[config.mk]
export PLATFORM = sky130hd
export DESIGN_NAME = linkdown_guard
export DESIGN_NICKNAME = d
export VERILOG_FILES = /design/src/rtl/ldg_pkg.sv /design/src/rtl/ldg_link_fsm.sv /design/src/rtl/ldg_tag_table.sv /design/src/rtl/ldg_cpl_path.sv /design/src/rtl/linkdown_guard.sv
export SDC_FILE = /design/constraint.sdc
export NUM_CORES = 1
export LEC_CHECK = 0
export ABC_AREA = 1
export BUFFER_PORTS_ARGS = -buffer_cell sky130_fd_sc_hd__buf_2
export CORE_UTILIZATION = 56
export DETAILED_ROUTE_END_ITERATION = 8
export PLACE_DENSITY = 0.91
export SKIP_CTS_REPAIR_TIMING = 1
export SLEW_MARGIN = 25
export SYNTH_ARGS = -nofsm -noshare
export SYNTH_HDL_FRONTEND = slang
export SYNTH_SLANG_ARGS = --single-unit
[constraint.sdc]
create_clock -name clk -period 4.3 [get_ports clk]
set_input_delay 0.43 -clock clk [delete_from_list [all_inputs] [get_ports clk]]
set_output_delay 0.43 -clock clk [all_outputs]
set_load 0.01 [all_outputs]
[src/rtl/ldg_pkg.sv]
package ldg_pkg;

  typedef enum logic [1:0] {
    LNK_TRAIN = 2'd0,
    LNK_UP    = 2'd1,
    LNK_DEAD  = 2'd2
  } lnk_state_e;

  localparam int         SERR_DEV_W = 5;
  localparam logic [4:0] SERR_DEV   = 5'd0;

  // Link was up and status is now low: the fatal event.
  function automatic logic fatal_edge(lnk_state_e s, logic up);
    return (s == LNK_UP) && !up;
  endfunction

  // Traffic is tracked and forwarded only on an up, healthy link.
  function automatic logic path_live(lnk_state_e s, logic up);
    return (s == LNK_UP) && up;
  endfunction

endpackage

[src/rtl/ldg_link_fsm.sv]
module ldg_link_fsm
  import ldg_pkg::*;
(
  input  logic       clk,
  input  logic       rst_n,
  input  logic       link_up_i,
  output lnk_state_e state_o,
  output logic       fatal_evt_o,
  output logic       live_o,
  output logic       serr_o
);

  lnk_state_e state_q, state_d;
  logic       serr_q;

  assign fatal_evt_o = fatal_edge(state_q, link_up_i);
  assign live_o      = path_live(state_q, link_up_i);

  always_comb begin
    state_d = state_q;
    unique case (state_q)
      LNK_TRAIN: if (link_up_i) state_d = LNK_UP;
      LNK_UP:    if (fatal_evt_o) state_d = LNK_DEAD;
      LNK_DEAD:  state_d = LNK_DEAD;
      default:   state_d = LNK_DEAD;
    endcase
  end

  always_ff @(posedge clk) begin
    if (!rst_n) begin
      state_q <= LNK_TRAIN;
      serr_q  <= 1'b0;
    end else begin
      state_q <= state_d;
      serr_q  <= fatal_evt_o;
    end
  end

  assign state_o = state_q;
  assign serr_o  = serr_q;

  assert_dead_sticky_R3: assert property (@(posedge clk) disable iff (!rst_n)
    (state_q == LNK_DEAD) |=> (state_q == LNK_DEAD))
    else $error("dead state left before reset");

  assert_no_fatal_pre_up_R2: assert property (@(posedge clk) disable iff (!rst_n)
    (state_q == LNK_TRAIN) |=> (state_q != LNK_DEAD))
    else $error("fatal reached without prior link-up");

  assert_serr_once_R4: assert property (@(posedge clk) disable iff (!rst_n)
    ((state_q == LNK_DEAD) && $past(state_q == LNK_DEAD)) |-> !serr_q)
    else $error("system error repeated");

endmodule

[src/rtl/ldg_tag_table.sv]
module ldg_tag_table #(
  parameter int TAG_W = 4
) (
  input  logic             clk,
  input  logic             rst_n,
  input  logic             live_i,
  input  logic             kill_i,
  input  logic             req_valid_i,
  input  logic [TAG_W-1:0] req_tag_i,
  input  logic             cpl_valid_i,
  input  logic [TAG_W-1:0] cpl_tag_i,
  output logic             cpl_hit_o,
  output logic [TAG_W:0]   pend_cnt_o
);

  localparam int NTAG = 2 ** TAG_W;

  function automatic logic tag_is(logic [TAG_W-1:0] a, int unsigned t);
    return a == TAG_W'(t);
  endfunction

  function automatic logic [TAG_W:0] count_set(logic [NTAG-1:0] v);
    logic [TAG_W:0] c;
    c = '0;
    for (int i = 0; i < NTAG; i++) c = c + {{TAG_W{1'b0}}, v[i]};
    return c;
  endfunction

  logic [NTAG-1:0] pend_q;
  logic            req_acc;

  assign req_acc   = req_valid_i && live_i;
  assign cpl_hit_o = cpl_valid_i && live_i && pend_q[cpl_tag_i];

  for (genvar t = 0; t < NTAG; t++) begin : g_tag
    always_ff @(posedge clk) begin
      if (!rst_n || kill_i)
        pend_q[t] <= 1'b0;
      else if (req_acc && tag_is(req_tag_i, t))
        pend_q[t] <= 1'b1;
      else if (cpl_hit_o && tag_is(cpl_tag_i, t))
        pend_q[t] <= 1'b0;
    end
  end

  assign pend_cnt_o = count_set(pend_q);

  assert_kill_clears_R8: assert property (@(posedge clk) disable iff (!rst_n)
    kill_i |=> (pend_cnt_o == '0))
    else $error("tags survive fatal event");

  assert_idle_count_R9: assert property (@(posedge clk) disable iff (!rst_n)
    (!live_i && !kill_i) |=> $stable(pend_cnt_o))
    else $error("count moved while link not live");

endmodule

[src/rtl/ldg_cpl_path.sv]
module ldg_cpl_path #(
  parameter int TAG_W = 4
) (
  input  logic             clk,
  input  logic             rst_n,
  input  logic             cpl_valid_i,
  input  logic [TAG_W-1:0] cpl_tag_i,
  input  logic             cpl_hit_i,
  output logic             fwd_o,
  output logic [TAG_W-1:0] fwd_tag_o,
  output logic             drop_o
);

  always_ff @(posedge clk) begin
    if (!rst_n) begin
      fwd_o     <= 1'b0;
      drop_o    <= 1'b0;
      fwd_tag_o <= '0;
    end else begin
      fwd_o  <= cpl_valid_i && cpl_hit_i;
      drop_o <= cpl_valid_i && !cpl_hit_i;
      if (cpl_valid_i) fwd_tag_o <= cpl_tag_i;
    end
  end

  assert_cpl_accounted_R6: assert property (@(posedge clk) disable iff (!rst_n)
    cpl_valid_i |=> (fwd_o ^ drop_o))
    else $error("completion neither forwarded nor dropped");

  assert_no_spurious_R7: assert property (@(posedge clk) disable iff (!rst_n)
    !cpl_valid_i |=> (!fwd_o && !drop_o))
    else $error("completion output without input");

endmodule

[src/rtl/linkdown_guard.sv]
module linkdown_guard
  import ldg_pkg::*;
#(
  parameter int TAG_W = 4
) (
  input  logic                  clk,
  input  logic                  rst_n,
  input  logic                  link_up_i,
  input  logic                  req_valid_i,
  input  logic [TAG_W-1:0]      req_tag_i,
  input  logic                  cpl_valid_i,
  input  logic [TAG_W-1:0]      cpl_tag_i,
  output logic                  cpl_fwd_o,
  output logic [TAG_W-1:0]      cpl_fwd_tag_o,
  output logic                  cpl_drop_o,
  output logic [TAG_W:0]        pend_cnt_o,
  output logic                  train_en_o,
  output logic                  fatal_o,
  output logic                  serr_o,
  output logic [SERR_DEV_W-1:0] serr_dev_o
);

  lnk_state_e lnk_state;
  logic       fatal_evt;
  logic       live;
  logic       cpl_hit;

  ldg_link_fsm u_fsm (
    .clk         (clk),
    .rst_n       (rst_n),
    .link_up_i   (link_up_i),
    .state_o     (lnk_state),
    .fatal_evt_o (fatal_evt),
    .live_o      (live),
    .serr_o      (serr_o)
  );

  ldg_tag_table #(.TAG_W(TAG_W)) u_tags (
    .clk         (clk),
    .rst_n       (rst_n),
    .live_i      (live),
    .kill_i      (fatal_evt),
    .req_valid_i (req_valid_i),
    .req_tag_i   (req_tag_i),
    .cpl_valid_i (cpl_valid_i),
    .cpl_tag_i   (cpl_tag_i),
    .cpl_hit_o   (cpl_hit),
    .pend_cnt_o  (pend_cnt_o)
  );

  ldg_cpl_path #(.TAG_W(TAG_W)) u_cpl (
    .clk         (clk),
    .rst_n       (rst_n),
    .cpl_valid_i (cpl_valid_i),
    .cpl_tag_i   (cpl_tag_i),
    .cpl_hit_i   (cpl_hit),
    .fwd_o       (cpl_fwd_o),
    .fwd_tag_o   (cpl_fwd_tag_o),
    .drop_o      (cpl_drop_o)
  );

  assign fatal_o    = (lnk_state == LNK_DEAD);
  assign train_en_o = (lnk_state != LNK_DEAD);
  assign serr_dev_o = SERR_DEV;

  assert_no_fwd_when_dead_R8: assert property (@(posedge clk) disable iff (!rst_n)
    fatal_o |-> !cpl_fwd_o)
    else $error("completion forwarded after fatal event");

  assert_serr_with_fatal_R4: assert property (@(posedge clk) disable iff (!rst_n)
    serr_o |-> (fatal_o && !train_en_o))
    else $error("system error without fatal state");

  assert_fatal_empties_R8: assert property (@(posedge clk) disable iff (!rst_n)
    $rose(fatal_o) |-> (pend_cnt_o == '0))
    else $error("tags outstanding on entry to fatal state");

endmodule

==> flow_summary.json, run 1 <==
{
  "leakage_nw": 0.857,
  "dieWidth_um": 58.9,
  "gr-total-overflow": 0,
  "crit_fanout": 3,
  "fin_skew_ns": 0.00829,
  "post-dp-hpwl_um": 3080,
  "tritoncts": "yes",
  "rsz0062_at_grt": "true",
  "num_rows": 20,
  "drcViolationCount": 0,
  "layout_setup_ws_ns": -0.0663,
  "crit_top_cell": "fa_1",
  "critPathSlowestCell": "fa_2",
  "worstPathRequired_ns": 3.87,
  "synth_top_area_share_pct": 27.6,
  "cts.htree.levels": 1,
  "cp_slowest_stage_delay_ns": 0.55,
  "initial_core_util_pct": 59.5,
  "hp-class": "input pin to flop",
  "vdd_drop_max_mv": 0.139,
  "grt_usage_pct": 24.3,
  "synth_edf_count": 0,
  "synth_top_area_cell": "dfxtp_1",
  "finalSetupViolCount": 3,
  "grt_pass1_wl_um": 6330,
  "rrSetupSlack_ns": 2.84,
  "yosys_warnings": 0,
  "hold_viol": 0,
  "status": "finished, violations left",
  "grt_pass1_vias": 1421,
  "final_cell_area_mm2": 0.00201,
  "synthCells": 264,
  "r2r-start": "u_fsm.state_o[1]",
  "place_area_mm2": 0.00194,
  "path_clk_slew_ns": 0.15,
  "pin_count": 32,
  "worstSetupPathType": "flop to output pin",
  "slew_viol_final": 0,
  "fmax_mhz": 229,
  "syn_area_mm2": 0.00182,
  "maxSlewHeadroom_pct": 50.9,
  "max_cap_viol_count": 0,
  "num_antenna_cells": 0,
  "cts_num_sinks": 25,
  "failed_checks": "setup timing",
  "crit_start": "u_tags.pend_q[1]",
  "reg2regPathDepth": 5,
  "synth.area.top_cells": "dfxtp_1 28%, nand2_1 18%, fa_1 11%",
  "hold_path_depth": 2,
  "finalCriticalPeriod_ns": 4.37,
  "gp_congestion": 0.873,
  "cts_buffer_depth": 2,
  "core_area_mm2": 0.00305,
  "cts_buffers": 3,
  "ys_ff_latch": 25,
  "reg2reg_to": "u_tags.pend_q[6]",
  "setup_tns_ns": -0.0852,
  "hp-start": "cpl_valid_i",
  "drt_first_iter_violations": 105,
  "synth_ff_type": "dfxtp_1",
  "arrival_ns": 3.94,
  "yosysUniqueCellTypes": 23,
  "dr.pass1.iters": 4,
  "cts_root_buf": "clkbuf_4",
  "area_delta_synth_final_pct": 10.5,
  "cp-start-kind": "flop",
  "die_h_um": 58.9,
  "critical_path.endpoint_type": "output pin",
  "dieArea_mm2": 0.00347,
  "grt_max_degree": 18,
  "min_to": "u_cpl.fwd_tag_o[1]",
  "n_fill_cell": 287,
  "worstMarginPinSlew_ns": 0.734,
  "vias": 1652,
  "async_reset_ff_share_pct": 0,
  "wl_um": 3860,
  "drive_gt1_share_pct": 21.1,
  "seq_area_frac_synth_pct": 27.6,
  "via_per_inst": 4.96,
  "portBuffers": 26,
  "clk_latency_ns": 0.33,
  "antenna_found_initial": 0,
  "worstPathCellList": "ha_4, inv_2, fa_1, fa_1, fa_1, fa_1, fa_2, fa_2, inv_2, buf_6",
  "nets": 318,
  "synth.avg_cell_area_um2": 6.88,
  "wl_per_cell_um": 11.6,
  "ant_nets": 0,
  "power.density_mw_per_mm2": 201,
  "min_period_over_period_pct": 102
}
-- routing by layer --
| metal | vias to the layer above | GRT usage [%] | wire [um] |
|---|---|---|---|
| li1 | 848 | - | - |
| met1 | 765 | 34.0 | 1780 |
| met2 | 37 | 40.7 | 1870 |
| met3 | 2 | 2.64 | 189 |
| met4 | 0 | 5.10 | 17 |
| met5 | - | 0 | 0 |
-- report_power, final --
| group | switching (W) | internal, W |
|---|---|---|
| clock | 0.0000745 | 0.0000356 |
| sequential | 0.00000260 | 0.000236 |
| combinational | 0.0000388 | 0.0000155 |
| total | 0.000116 | 0.000287 |
-- cells in the mapped netlist (2+ instances only) --
master	n
nor3b_1	2
buf_4	7
a21oi_1	12
inv_2	3
nand3_2	9
nand2_1	85
inv_1	38
a21oi_2	9
nor2_1	30
ha_1	5
fa_1	10
o21ai_0	6
dfxtp_1	25
buf_6	2
nand3_1	13
-- cell type report --
class	count	area (um^2)	share of cell area, %
tap	44	55.1	2.74
timing repair buffer	28	151	7.55
multi-input combinational	191	1110	55.3
inverter	41	154	7.67
clock inverter	1	7.51	0.374
clock buffer	3	22.5	1.12
sequential	25	505	25.2
-- worst max path at each step --
| stage | to | slack (ns) | cells after the start |
|---|---|---|---|
| final | pend_cnt_o[1] | -0.07 | 10 |
| after global routing | pend_cnt_o[1] | -0.15 | 10 |
| after CTS | pend_cnt_o[4] | -0.20 | 10 |
| after detailed placement | pend_cnt_o[4] | 0.18 | 10 |
| after global placement | pend_cnt_o[4] | 0.25 | 10 |
| after floorplan | pend_cnt_o[4] | 0.28 | 9 |
-- logic make-up (layout without fill, tap and decap cells) --
kind of cell | after synthesis | after routing | share of synthesized area (%)
other cells | 1 | 5 | 0.207
compound gates | 27 | 27 | 9.30
fa+ha+maj | 15 | 15 | 14.5
simple gates | 142 | 142 | 34.4
flops | 25 | 25 | 27.6
buf+inv | 52 | 73 | 13.1
xor+xnor | 2 | 2 | 0.965
-- state kept, by name, summed over array words and instances, names as in the netlist --
name,cells
u_cpl.drop_o,1
u_cpl.fwd_o,1
u_cpl.fwd_tag_o,4
u_fsm.serr_o,1
u_fsm.state_o,2
u_tags.pend_q,16
-- placed cells by master, fill, tap and decap left out --
| cell type | count |
|---|---|
| ha_4 | 1 |
| nand3_2 | 9 |
| o21ai_0 | 4 |
| nor2_1 | 30 |
| nor3_1 | 1 |
| buf_2 | 25 |
| clkinvlp_4 | 1 |
| conb_1 | 5 |
| buf_6 | 1 |
| nor3b_1 | 2 |
| dfxtp_1 | 23 |
| a21oi_1 | 12 |
| xor2_1 | 1 |
| nand3_1 | 13 |
| clkbuf_4 | 3 |
| o21ai_1 | 2 |
| inv_1 | 36 |
| inv_2 | 5 |
| dfxtp_4 | 1 |
| nand2_1 | 85 |
| a21oi_2 | 9 |
| nand2_4 | 1 |
| xnor2_1 | 1 |
| dfxtp_2 | 1 |
| fa_2 | 2 |
| buf_4 | 2 |
| nand4_1 | 1 |
| fa_1 | 8 |
| ha_1 | 4 |
-- critical path, delay by kind of cell, from the launching register on --
kind	cells	cell delay (ns)
adder cells (fa/ha/maj)	7	3.07
buffers and inverters	3	0.18
flip-flops	1	0.38
-- through the flow --
step | worst slack [ns] | util [%] | std cells | power (W) | hold slack (ns)
5_1_grt | -0.152 | 65.7 | 333 | 0.000422 | 0.363
3_3_place_gp | 0.249 | 63.5 | 328 | 0.000296 | 0.406
2_1_floorplan | 0.276 | - | 268 | 0.000283 | 0.401
4_1_cts | -0.198 | 64.5 | 332 | 0.000407 | 0.354
6_report | -0.0663 | 65.7 | 333 | 0.000403 | 0.362
3_5_place_dp | 0.179 | 63.5 | 328 | 0.000298 | 0.421
No activity file was read; power rests on OpenSTA's default activity.
==> run 2, diff against run 1 <==
Settings changed: SKIP_LAST_GASP set to 1.
==> run 2 against run 1 <==
The flow still finishes with violations (setup timing). Clock skew stayed put. Die area stayed put. First-iteration DRC count stayed put. Sequential power hardly changed. Register-to-register slack hardly changed. Worst hold slack stayed put. Global-route usage stayed put.
==> flow_summary.json, run 2 (synthesized netlist as in run 1, its figures left out) <==
{
  "finalSetupViolCount": 3,
  "crit_top_cell": "fa_1",
  "grt_pass1_wl_um": 6330,
  "hold_viol": 0,
  "critPathSlowestCell": "fa_2",
  "portBuffers": 26,
  "path_clk_slew_ns": 0.15,
  "power.density_mw_per_mm2": 201,
  "slew_viol_final": 0,
  "stdcell_count": 333,
  "antenna_found_initial": 0,
  "vias": 1652,
  "grt_pass1_vias": 1421,
  "dp_slack_ns": 0.179,
  "min_period_over_period_pct": 102,
  "fmax_mhz": 229,
  "cts_buffers": 3,
  "area_delta_synth_final_pct": 10.5,
  "worstPathCellList": "ha_4, inv_2, fa_1, fa_1, fa_1, fa_1, fa_2, fa_2, inv_2, buf_6",
  "dp_cells": 328,
  "fin_skew_ns": 0.00829,
  "initial_core_util_pct": 59.5,
  "nets": 318,
  "vdd_drop_max_mv": 0.139,
  "dr.pass1.iters": 4,
  "pin_count": 32,
  "drcViolationCount": 0,
  "num_antenna_cells": 0,
  "die_h_um": 58.9,
  "rsz0062_at_grt": "true",
  "gr-total-overflow": 0,
  "dieArea_mm2": 0.00347,
  "finalCriticalPeriod_ns": 4.37,
  "worstSetupPathType": "flop to output pin",
  "layout_setup_ws_ns": -0.0663,
  "arrival_ns": 3.94,
  "cts_root_buf": "clkbuf_4",
  "crit_fanout": 3,
  "num_rows": 20,
  "dieWidth_um": 58.9,
  "post-dp-hpwl_um": 3080,
  "status": "finished, violations left",
  "critical_path.endpoint_type": "output pin",
  "via_per_inst": 4.96,
  "leakage_nw": 0.858,
  "ant_nets": 0,
  "cts.htree.levels": 1,
  "hold_slack_ns": 0.362,
  "cts_buffer_depth": 2,
  "wl_um": 3860,
  "hp-class": "input pin to flop",
  "cts_num_sinks": 25,
  "max_cap_viol_count": 0,
  "grt_max_degree": 18,
  "cp_slowest_stage_delay_ns": 0.55,
  "cp-start-kind": "flop",
  "wl_per_cell_um": 11.6,
  "tritoncts": "yes",
  "final_cell_mix": "85 x nand2_1, 36 x inv_1, 30 x nor2_1",
  "largest_reg_flops": 16,
  "drt_first_iter_violations": 105,
  "largest-register": "u_tags.pend_q",
  "clk_latency_ns": 0.33,
  "fin_total_pwr_w": 0.000403,
  "failed_checks": "setup timing",
  "worstPathRequired_ns": 3.87,
  "gp_congestion": 0.873,
  "worstMarginPinSlew_ns": 0.734,
  "final_common_cell": "nand2_1",
  "grt_usage_pct": 24.3,
  "drive_gt1_share_pct": 21.1,
  "core_area_mm2": 0.00305,
  "maxSlewHeadroom_pct": 50.9
}
run 2: cell counts in the layout (fill, tap and decap cells not counted):
Identical to the previous run, type by type.
run 2: final timing paths:
| kind | slack [ns] | cells past startpoint | startpoint | end |
|---|---|---|---|---|
| max | -0.07 | 10 | u_tags.pend_q[1] | pend_cnt_o[1] |
| min | 0.36 | 2 | cpl_valid_i | u_cpl.fwd_tag_o[1] |
| max reg2reg | 2.84 | 5 | u_fsm.state_o[1] | u_tags.pend_q[6] |
| min reg2reg | 0.44 | 1 | u_fsm.state_o[1] | u_fsm.state_o[0] |
run 2: through the flow:
stage | util [%] | cell area (um^2) | TNS (ns)
floorplan | - | 1830 | 0
global placement | 63.5 | 1940 | 0
detailed placement | 63.5 | 1940 | 0
CTS | 64.5 | 1970 | -0.517
global route | 65.7 | 2010 | -0.449
finish | 65.7 | 2010 | -0.119
run 2: cell type report:
class	count	area, um^2
flip-flops and latches	25	505
multi-input cells	191	1110
well taps	44	55.1
repair buffers	28	151
inverters	41	154
clock buffers	3	22.5
fillers	287	1050
clock inverters	1	7.51
run 2: routing by layer:
layer / vias up / track usage [%] / part of all wire (%)
met2: 37 / 40.7 / 48
met4: 0 / 5.10 / 0.44
met1: 765 / 34.0 / 46
met3: 2 / 2.64 / 4.9
met5: - / 0 / 0
li1: 848 / - / -
run 2: report_power, final:
part / leakage [nW] / switching [W] / internal [W]
Clock: 0.0139 / 0.0000745 / 0.0000356
Combinational: 0.639 / 0.0000388 / 0.0000155
Sequential: 0.204 / 0.00000260 / 0.000236
run 2: critical path, delay by kind of cell, from the launching register on:
family                   cells  cell delay, ns
buffers and inverters        3            0.18
flip-flops                   1            0.38
adder cells (fa/ha/maj)      7            3.07
